--- config.mk ---
export PLATFORM = sky130hd
export DESIGN_NAME = rr_triplet_classifier
export DESIGN_NICKNAME = d
export VERILOG_FILES = /design/src/rtl/rr_pkg.sv /design/src/rtl/rr_interval_timer.sv /design/src/rtl/rr_triplet_window.sv /design/src/rtl/rr_beat_tally.sv /design/src/rtl/rr_seg_pair.sv /design/src/rtl/rr_triplet_classifier.sv
export SDC_FILE = /design/constraint.sdc
export NUM_CORES = 1
export LEC_CHECK = 0
export ABC_AREA = 1
export CAP_MARGIN = 20
export CORE_ASPECT_RATIO = 1.4
export CORE_UTILIZATION = 54
export CTS_CLUSTER_DIAMETER = 40
export DETAILED_ROUTE_END_ITERATION = 7
export DONT_BUFFER_PORTS = 1
export PLACE_DENSITY = 0.69
export SYNTH_ARGS = -nofsm -noshare
export SYNTH_HDL_FRONTEND = slang
export SYNTH_SLANG_ARGS = --single-unit
--- constraint.sdc ---
create_clock -name clk -period 5.21 [get_ports clk]
set_clock_uncertainty 0.1 [all_clocks]
set_input_delay 0 -clock clk [delete_from_list [all_inputs] [get_ports clk]]
set_output_delay 0 -clock clk [all_outputs]
set_load 0.05 [all_outputs]
--- src/rtl/rr_pkg.sv ---
`timescale 1ns/1ps
package rr_pkg;

  localparam int CAT_QRS   = 0;
  localparam int CAT_ARR   = 1;
  localparam int CAT_TACHY = 2;
  localparam int CAT_BRADY = 3;
  localparam int NUM_CAT   = 4;

  typedef enum logic [1:0] {FILL_NONE, FILL_ONE, FILL_TWO} win_fill_e;

  // part/whole below num/den, cross-multiplied so no divider is needed
  function automatic logic ratio_short(input longint unsigned part,
                                       input longint unsigned whole,
                                       input longint unsigned num,
                                       input longint unsigned den);
    return (part * den) < (whole * num);
  endfunction

  function automatic logic [3:0] dec_tens(input int unsigned v);
    return 4'((v / 10) % 10);
  endfunction

  function automatic logic [3:0] dec_ones(input int unsigned v);
    return 4'(v % 10);
  endfunction

  // active-high segments, bit 6 = g ... bit 0 = a
  function automatic logic [6:0] seg_lit(input logic [3:0] d);
    logic [6:0] s;
    case (d)
      4'd0: s = 7'b0111111;
      4'd1: s = 7'b0000110;
      4'd2: s = 7'b1011011;
      4'd3: s = 7'b1001111;
      4'd4: s = 7'b1100110;
      4'd5: s = 7'b1101101;
      4'd6: s = 7'b1111101;
      4'd7: s = 7'b0000111;
      4'd8: s = 7'b1111111;
      4'd9: s = 7'b1101111;
      default: s = 7'b1000000;
    endcase
    return s;
  endfunction

endpackage

--- src/rtl/rr_interval_timer.sv ---
`timescale 1ns/1ps
module rr_interval_timer #(
  parameter int unsigned IVL_W = 16
) (
  input  logic             clk,
  input  logic             rst_n,
  input  logic             tick,
  input  logic             clear,
  input  logic             pulse,
  output logic [IVL_W-1:0] ticks
);
  localparam logic [IVL_W-1:0] IVL_MAX = {IVL_W{1'b1}};

  always_ff @(posedge clk or negedge rst_n) begin
    if (!rst_n) begin
      ticks <= '0;
    end else if (clear) begin
      ticks <= '0;
    end else if (pulse) begin
      ticks <= tick ? IVL_W'(1) : '0;
    end else if (tick && ticks != IVL_MAX) begin
      ticks <= ticks + IVL_W'(1);
    end
  end
endmodule

--- src/rtl/rr_triplet_window.sv ---
`timescale 1ns/1ps
module rr_triplet_window import rr_pkg::*; #(
  parameter int unsigned IVL_W       = 16,
  parameter int unsigned TACHY_BELOW = 429,
  parameter int unsigned BRADY_ABOVE = 1500,
  parameter int unsigned RATIO_NUM   = 4,
  parameter int unsigned RATIO_DEN   = 10
) (
  input  logic             clk,
  input  logic             rst_n,
  input  logic             clear,
  input  logic             pulse,
  input  logic [IVL_W-1:0] ivl,
  output logic             classify,
  output logic             is_arr,
  output logic             is_tachy,
  output logic             is_brady
);
  localparam int unsigned SPAN_W = IVL_W + 1;

  win_fill_e          fill;
  logic [IVL_W-1:0]   d_prev;
  logic [SPAN_W-1:0]  span;

  always_ff @(posedge clk or negedge rst_n) begin
    if (!rst_n) begin
      fill   <= FILL_NONE;
      d_prev <= '0;
    end else if (clear) begin
      fill   <= FILL_NONE;
      d_prev <= '0;
    end else if (pulse) begin
      case (fill)
        FILL_NONE: fill <= FILL_ONE;
        FILL_ONE: begin
          fill   <= FILL_TWO;
          d_prev <= ivl;
        end
        default: d_prev <= ivl;
      endcase
    end
  end

  assign span     = SPAN_W'(d_prev) + SPAN_W'(ivl);
  assign classify = pulse && (fill == FILL_TWO);
  assign is_arr   = ratio_short(64'(d_prev), 64'(span), 64'(RATIO_NUM), 64'(RATIO_DEN));
  assign is_tachy = (32'(d_prev) < TACHY_BELOW) || (32'(ivl) < TACHY_BELOW);
  assign is_brady = (32'(d_prev) > BRADY_ABOVE) || (32'(ivl) > BRADY_ABOVE);
endmodule

--- src/rtl/rr_beat_tally.sv ---
`timescale 1ns/1ps
module rr_beat_tally #(
  parameter int unsigned W   = 8,
  parameter int unsigned CAP = 99
) (
  input  logic         clk,
  input  logic         rst_n,
  input  logic         inc,
  output logic [W-1:0] count
);
  localparam logic [W-1:0] CAP_V = W'(CAP);

  always_ff @(posedge clk or negedge rst_n) begin
    if (!rst_n) begin
      count <= '0;
    end else if (inc && count < CAP_V) begin
      count <= count + W'(1);
    end
  end
endmodule

--- src/rtl/rr_seg_pair.sv ---
`timescale 1ns/1ps
module rr_seg_pair import rr_pkg::*; #(
  parameter int unsigned W = 8
) (
  input  logic [W-1:0] value,
  output logic [6:0]   seg_hi,
  output logic [6:0]   seg_lo
);
  assign seg_hi = ~seg_lit(dec_tens(32'(value)));
  assign seg_lo = ~seg_lit(dec_ones(32'(value)));
endmodule

--- src/rtl/rr_triplet_classifier.sv ---
`timescale 1ns/1ps
module rr_triplet_classifier import rr_pkg::*; #(
  parameter int unsigned IVL_W       = 16,
  parameter int unsigned TALLY_W     = 8,
  parameter int unsigned TALLY_CAP   = 99,
  parameter int unsigned TACHY_BELOW = 429,
  parameter int unsigned BRADY_ABOVE = 1500,
  parameter int unsigned RATIO_NUM   = 4,
  parameter int unsigned RATIO_DEN   = 10
) (
  input  logic               clk,
  input  logic               rst_n,
  input  logic               tick,
  input  logic               beat,
  input  logic               stream_done,
  output logic [TALLY_W-1:0] qrs_count,
  output logic [TALLY_W-1:0] arr_count,
  output logic [TALLY_W-1:0] tachy_count,
  output logic [TALLY_W-1:0] brady_count,
  output logic [6:0]         qrs_seg_hi,
  output logic [6:0]         qrs_seg_lo,
  output logic [6:0]         arr_seg_hi,
  output logic [6:0]         arr_seg_lo,
  output logic [6:0]         tachy_seg_hi,
  output logic [6:0]         tachy_seg_lo,
  output logic [6:0]         brady_seg_hi,
  output logic [6:0]         brady_seg_lo
);
  logic              beat_q;
  logic              pulse_evt;
  logic              classify_evt;
  logic              flag_arr, flag_tachy, flag_brady;
  logic [IVL_W-1:0]  ivl_ticks;

  logic [NUM_CAT-1:0] cat_inc;
  logic [TALLY_W-1:0] cat_val [NUM_CAT];
  logic [6:0]         cat_hi  [NUM_CAT];
  logic [6:0]         cat_lo  [NUM_CAT];

  always_ff @(posedge clk or negedge rst_n) begin
    if (!rst_n) beat_q <= 1'b0;
    else        beat_q <= beat;
  end

  assign pulse_evt = beat && !beat_q && !stream_done;

  rr_interval_timer #(.IVL_W(IVL_W)) u_timer (
    .clk   (clk),
    .rst_n (rst_n),
    .tick  (tick),
    .clear (stream_done),
    .pulse (pulse_evt),
    .ticks (ivl_ticks)
  );

  rr_triplet_window #(
    .IVL_W       (IVL_W),
    .TACHY_BELOW (TACHY_BELOW),
    .BRADY_ABOVE (BRADY_ABOVE),
    .RATIO_NUM   (RATIO_NUM),
    .RATIO_DEN   (RATIO_DEN)
  ) u_window (
    .clk      (clk),
    .rst_n    (rst_n),
    .clear    (stream_done),
    .pulse    (pulse_evt),
    .ivl      (ivl_ticks),
    .classify (classify_evt),
    .is_arr   (flag_arr),
    .is_tachy (flag_tachy),
    .is_brady (flag_brady)
  );

  assign cat_inc[CAT_QRS]   = pulse_evt;
  assign cat_inc[CAT_ARR]   = classify_evt && flag_arr;
  assign cat_inc[CAT_TACHY] = classify_evt && flag_tachy;
  assign cat_inc[CAT_BRADY] = classify_evt && flag_brady;

  for (genvar g = 0; g < NUM_CAT; g++) begin : g_cat
    rr_beat_tally #(.W(TALLY_W), .CAP(TALLY_CAP)) u_tally (
      .clk   (clk),
      .rst_n (rst_n),
      .inc   (cat_inc[g]),
      .count (cat_val[g])
    );
    rr_seg_pair #(.W(TALLY_W)) u_seg (
      .value  (cat_val[g]),
      .seg_hi (cat_hi[g]),
      .seg_lo (cat_lo[g])
    );
  end

  assign qrs_count    = cat_val[CAT_QRS];
  assign arr_count    = cat_val[CAT_ARR];
  assign tachy_count  = cat_val[CAT_TACHY];
  assign brady_count  = cat_val[CAT_BRADY];
  assign qrs_seg_hi   = cat_hi[CAT_QRS];
  assign qrs_seg_lo   = cat_lo[CAT_QRS];
  assign arr_seg_hi   = cat_hi[CAT_ARR];
  assign arr_seg_lo   = cat_lo[CAT_ARR];
  assign tachy_seg_hi = cat_hi[CAT_TACHY];
  assign tachy_seg_lo = cat_lo[CAT_TACHY];
  assign brady_seg_hi = cat_hi[CAT_BRADY];
  assign brady_seg_lo = cat_lo[CAT_BRADY];
endmodule

* Word level (Yosys, flattened, before mapping) *
Memory sizes are Yosys's and may differ from the RTL's.
Cells that the tools add are included.

storage, ports and cells
  output and inout port bits = 88
  flip-flop bits (word level) = 67
  input bits = 5
  memories kept = 8
  bits in read-only memories = 896
  word-level logic and storage cells = 87

memories
  memory           words  bits a word  rd ports  clocked after Yosys merged registers in  wr ports  line          source
  (no name shown)  16     7            1         0                                        0         rr_pkg.sv:31  case (d)
  (no name shown)  16     7            1         0                                        0         rr_pkg.sv:31
  (no name shown)  16     7            1         0                                        0         rr_pkg.sv:31
  (no name shown)  16     7            1         0                                        0         rr_pkg.sv:31
  (no name shown)  16     7            1         0                                        0         rr_pkg.sv:31
  (no name shown)  16     7            1         0                                        0         rr_pkg.sv:31
  +2 memories      -      -            -         -                                        -         -

operators by class
  equal/unequal tests = 4
  add/subtract/negate cells = 6
  div/mod/pow operators = 12
  bitwise gates (word level) = 8
  mux-type cells = 10
  multipliers = 1
  reduce and logical (&&, ||, !) cells = 21
  order comparisons = 9

operator list
  cell                                                         count
  divider 8 x 4 -> 32 bit, second input constant               4
  modulo 32 x 4 -> 32 bit, second input constant               4
  modulo 8 x 4 -> 32 bit, second input constant                4
  2-to-1 mux 16 bit                                            6
  inverter 7 bit                                               8
  adder 8 x 1 -> 8 bit, second input constant                  4
  > comparator 16 x 11 -> 1 bit, second input constant         2
  less-than comparator 16 x 9 -> 1 bit, second input constant  2
  less-than comparator 8 x 7 -> 1 bit, second input constant   4
  less-than comparator 20 x 19 -> 1 bit                        1
  multiplier 16 x 3 -> 19 bit, second input constant           1
  adder 16 x 16 -> 17 bit                                      1
  adder 16 x 1 -> 16 bit, second input constant                1
  inequality test 16 bit, second input constant                1
  logical AND 1 bit                                            11
  nonzero test 3 bit                                           2
  2-to-1 mux 2 bit                                             2
  case mux 2 bit (2 select lines)                              1
  AND reduction 2 bit                                          2
  == test 2 x 1 -> 1 bit, second input constant                1
  == test 2 bit, second input constant                         1
  logical NOT 1 bit                                            2
  logical NOT 2 bit                                            1
  logical OR 1 bit                                             2
  other kinds (3)                                              3

* Depth between registers and ports, before layout *
  word-level depth = 6
  mapped depth = 38
  depth with buffers taken out = 38

* Hierarchy *
A second synthesis with hierarchy kept.

second synthesis, totals
  cell total of the unflattened synthesis = 1683
  area total of the unflattened synthesis = 11394.7 µm²

by module, submodules not included
  module                 instances  cells each  seq. area each (µm²)  area an instance (µm²)
  rr_seg_pair            4          223         0.0                   1395.1
  rr_triplet_window      1          406         450.4                 2856.5
  rr_beat_tally          4          55          200.2                 454.2
  rr_interval_timer      1          155         400.4                 1079.8
  rr_triplet_classifier  1          10          25.0                  61.3

* Least setup slack after synthesis *
No wires, ideal clock.

  path type = flip-flop to output port
  start = register g_cat[3].u_tally.count[5]
  end = output port brady_seg_lo[3]
  arrival time = 4.787 ns
  slack = 0.323 ns
  stages on the path, launching flop included = 25
  data required time = 5.110 ns
  path buffers = 0
  path through = dfrtp_1 inv_2 nand2_2 ha_1 o21ai_2 nand2_1 inv_2 nand3_2 nand3_1 nand2_2 nand3_1 nand2_1 nor3_4 nand2_4 nand2_1 nand3_1 nand2_2 nand4_4 nand2_1 inv_1 nor2_1 inv_1 ha_1 nor2_1 o21ai_0

between the ends
  cells in the longest elaborated chain, start to end = 3

ends and longest elaborated chain
  element                   line                         source
  start: declaration        rr_beat_tally.sv:9           output logic [W-1:0] count
  start signal: assignment  rr_beat_tally.sv:17          count <= count + W'(1);
  modulo 8 x 4 -> 32 bit    rr_pkg.sv:25                 return 4'(v % 10);
  memory read (16 x 7 bit)  -
  inverter 7 bit            rr_seg_pair.sv:10            assign seg_lo = ~seg_lit(dec_ones(32'(value)));
  end: declaration          rr_triplet_classifier.sv:27  output logic [6:0] brady_seg_lo

No other way between the ends.

* Final worst setup path *
  start = register g_cat[3].u_tally.count[6]
  end = output port brady_seg_hi[4]

between the ends
  cells in the longest elaborated chain, start to end = 4

ends and longest elaborated chain
  element                   line                         source
  divider 8 x 4 -> 32 bit   rr_pkg.sv:21                 return 4'((v / 10) % 10);
  modulo 32 x 4 -> 32 bit   rr_pkg.sv:21
  memory read (16 x 7 bit)  -
  inverter 7 bit            rr_seg_pair.sv:9             assign seg_hi = ~seg_lit(dec_tens(32'(value)));
  end: declaration          rr_triplet_classifier.sv:26  output logic [6:0] brady_seg_hi,

No other way between the ends.

==> impl_results.md <==
* DP HPWL at 18200 um
* CP bufs+invs at 3
* Global route overflow at 0
* Rel. slew slack at 49.4%
* Top cells by area, synth: ha_1 17%, dfrtp_1 17%, nand2_1 12%, nand3_1 9.2%, inv_1 8.9%
* Yosys cell types at 58
* Final period utilization at 91.2%
* Final setup violating endpoints at 0
* Critical Path Most Common Cell: nand2_1
* Sink Count at 67
* DP Worst Slack at 496 ps
* Critical path's top delay family: simple AND/OR/NAND/NOR gates
* Ports at 93
* Worst-Skew Late Latency at 330 ps
* Maximum operating frequency at 210 MHz
* WL final at 22200 um
* Crit path largest cell delay at 380 ps
* Mapped Area at 10000 um^2
* Worst path arrival time at 4650 ps
* Die area at 19200 um^2
* CTS tree: done
* Startpoint Class: flip-flop
* Tmin final at 4750 ps
* ANT cells at 0
* Total number of vias at 9414
* H-tree lvl count at 3
* Vias in the first global route at 8857
* Avg WL per Cell at 12.4 um
* 1st-iter DRT viols at 368
* Vias per cell at 5.26
* Fraction of layout cells with a size suffix above 1 at 15.2%
* Cell area power density at 154 nW/um^2
* Fin nets at 1691
* Crit path from: g_cat[3].u_tally.count[6]
* Post-synth top area share at 17.3%
* Worst Path Required at 5110 ps
* Ys Warns at 0
* CTS buffer count at 9
* Clock slew at reported path FFs at 60 ps
* Maximum VDD drop at 0.154 mV
* IO Port Bufs at 0
* Top-count cell post-synth: nand2_1
* Clock Tree Root: clkbuf_16
* Outcome: complete, no violations
* Drt drc at 0
* Die width at 117 um
* Asr flop ratio synth at 100%
* Core area at 18100 um^2
* Crit Path Class: reg -> out
* Post-synth top cells: 320 x nand2_1, 239 x inv_1, 185 x nand3_1, 139 x ha_1, 78 x nor2_1
* Yosys top cell by area: ha_1
* P_leak at 6.05 nW
* CP max stage cell: dfrtp_1
* Slew Limit Fails at 0
* R2R Path Start: u_window.d_prev[3]
* Setup crit end kind: primary output
* Total GRT Usage at 23.9%
* # fillers at 1743
* # rows at 58
* Area Overhead vs Synth at 9.22%
* Worst Tran Pin Value at 755 ps
* Initial antenna violation count at 0
* Min-Delay Path Class: in -> reg
* Max Cap Viol at 0
* Flop2flop setup slack at 490 ps
* Post-synthesis cell count at 1510
* DRT antenna net count at 0
* Ys flop type: dfrtp_1
* First-pass GRT wire length at 37400 um
* RePlAce Congestion at 0.870
* Slack of the critical path at 457 ps
* Hold Vio Cnt, Final at 0
* Syn_area_per_cell at 6.65 um^2
* Largest net degree at the start of global routing at 68
* #FFs+latches synth at 67
* Drt first pass iters at 4
* Worst Path Max Fanout at 8
* Power Total at 1.69 mW
* Unrepaired setup endpoints after global routing: yes
* Initial Utilization at 55.6%
* HP Start: stream_done
* Clock Tree Buf Depth at 2
* Post-synth EDFFs at 0
* Die Ht at 163 um
* Syn nets at 1656
* Register area share after synthesis at 16.7%
## layout make-up
class,instances,area (um^2),share of cell area (%)
Multi-Input combinational cell,1155,7370,67.1
Sequential cell,67,1680,15.3
Clock buffer,9,225,2.05
Inverter,273,1030,9.37
Clock inverter,7,43.8,0.399
Tap cell,240,300,2.74
Timing Repair Buffer,39,327,2.98
## routing by layer
layer  share of wire (%)  routed length, um  global-route usage (%)
met5                   0                  0                       0
met4                 2.4                533                    8.34
met3                 3.1                696                    3.30
met2                  54              11900                    46.3
met1                  41               9100                    25.6
## flip-flops by register name, indices dropped and copies added, names as in the netlist
register	flops
beat_q	1
g_cat.u_tally.count	32
u_timer.ticks	16
u_window.d_prev	16
u_window.fill	2
## what timing repair did
| action | CTS | global route |
|---|---|---|
| buffers inserted | 0 | 1 |
| endpoints found under the setup margin | 0 | 27 |
| hold buffers | 5 | 0 |
| gates resized for setup | 0 | 33 |
| endpoints found under the hold margin | 78 | 0 |
## worst min-delay path, cell delays in order
cell     delay [ps]
inv_1           220
o21ai_0         170
a21oi_1          50
## through the flow
step / hold WS [ps] / utilization (%) / cells / setup TNS, ps / cell area (um^2)
3_5_place_dp: -393 / 58.2 / 1767 / 0 / 10500
2_1_floorplan: -396 / - / 1510 / 0 / 10000
3_3_place_gp: -393 / 58.2 / 1767 / 0 / 10500
4_1_cts: 37.7 / 60.1 / 1788 / 0 / 10900
6_report: 54.0 / 60.7 / 1790 / 0 / 11000
5_1_grt: 113 / 60.7 / 1790 / -59.0 / 11000
## where the power goes
part	total, mW	leakage (nW)	switching (mW)	internal (mW)
registers	0.557	0.825	0.0284	0.529
clock network	0.552	0.131	0.233	0.320
logic	0.581	5.09	0.426	0.155
total	1.69	6.05	0.687	1.00
## placed cells by master (no fill, tap or decap), types with 3 or more instances in the layout
cell,Yosys,routed
nand2_1,320,299
xnor2_1,8,8
o21bai_1,11,11
dfrtp_1,67,64
nor3_2,3,3
o21ai_0,57,53
nor2_4,6,6
inv_2,30,31
ha_1,139,139
nand2_2,51,67
nor3_1,26,26
o21ai_4,2,3
a31oi_1,5,5
or2_2,3,3
nor2_1,78,77
nand3b_1,8,8
dfrtp_2,0,3
a21oi_1,76,76
o31ai_1,3,3
nor4_1,12,12
clkinv_2,1,5
a221oi_1,3,3
nand3_1,185,185
clkbuf_16,0,9
nand4_1,23,23
nand2_4,21,26
o21ai_1,2,6
nor2_2,4,5
or2_1,3,3
dlygate4sd3_1,0,4
inv_1,239,238
o211ai_1,5,5
xor2_1,49,49
and2_1,3,3
a21oi_4,3,3
buf_4,1,33
nand3_2,19,18
## kinds of logic (layout without fill, tap and decap cells)
family | Yosys count | after routing | share of synthesized area [%]
AOI/OAI and AO/OA | 185 | 185 | 11.1
xor gates and xnor gates | 58 | 58 | 5.13
and+or+nand+nor | 771 | 771 | 38.5
DFF | 67 | 67 | 16.7
adders and majority gates | 141 | 141 | 17.7
buffers and inverters | 288 | 328 | 10.9
## final timing paths
path	depth (start not counted)	endpoint
max in group asynchronous	2	g_cat[2].u_tally.count[6]
max	27	brady_seg_hi[4]
max reg2reg	29	g_cat[1].u_tally.count[4]
min reg2reg	2	g_cat[1].u_tally.count[6]
min in group asynchronous	2	g_cat[0].u_tally.count[2]
min	3	u_window.d_prev[14]
Note: power is estimated with default switching activity, not from simulation.
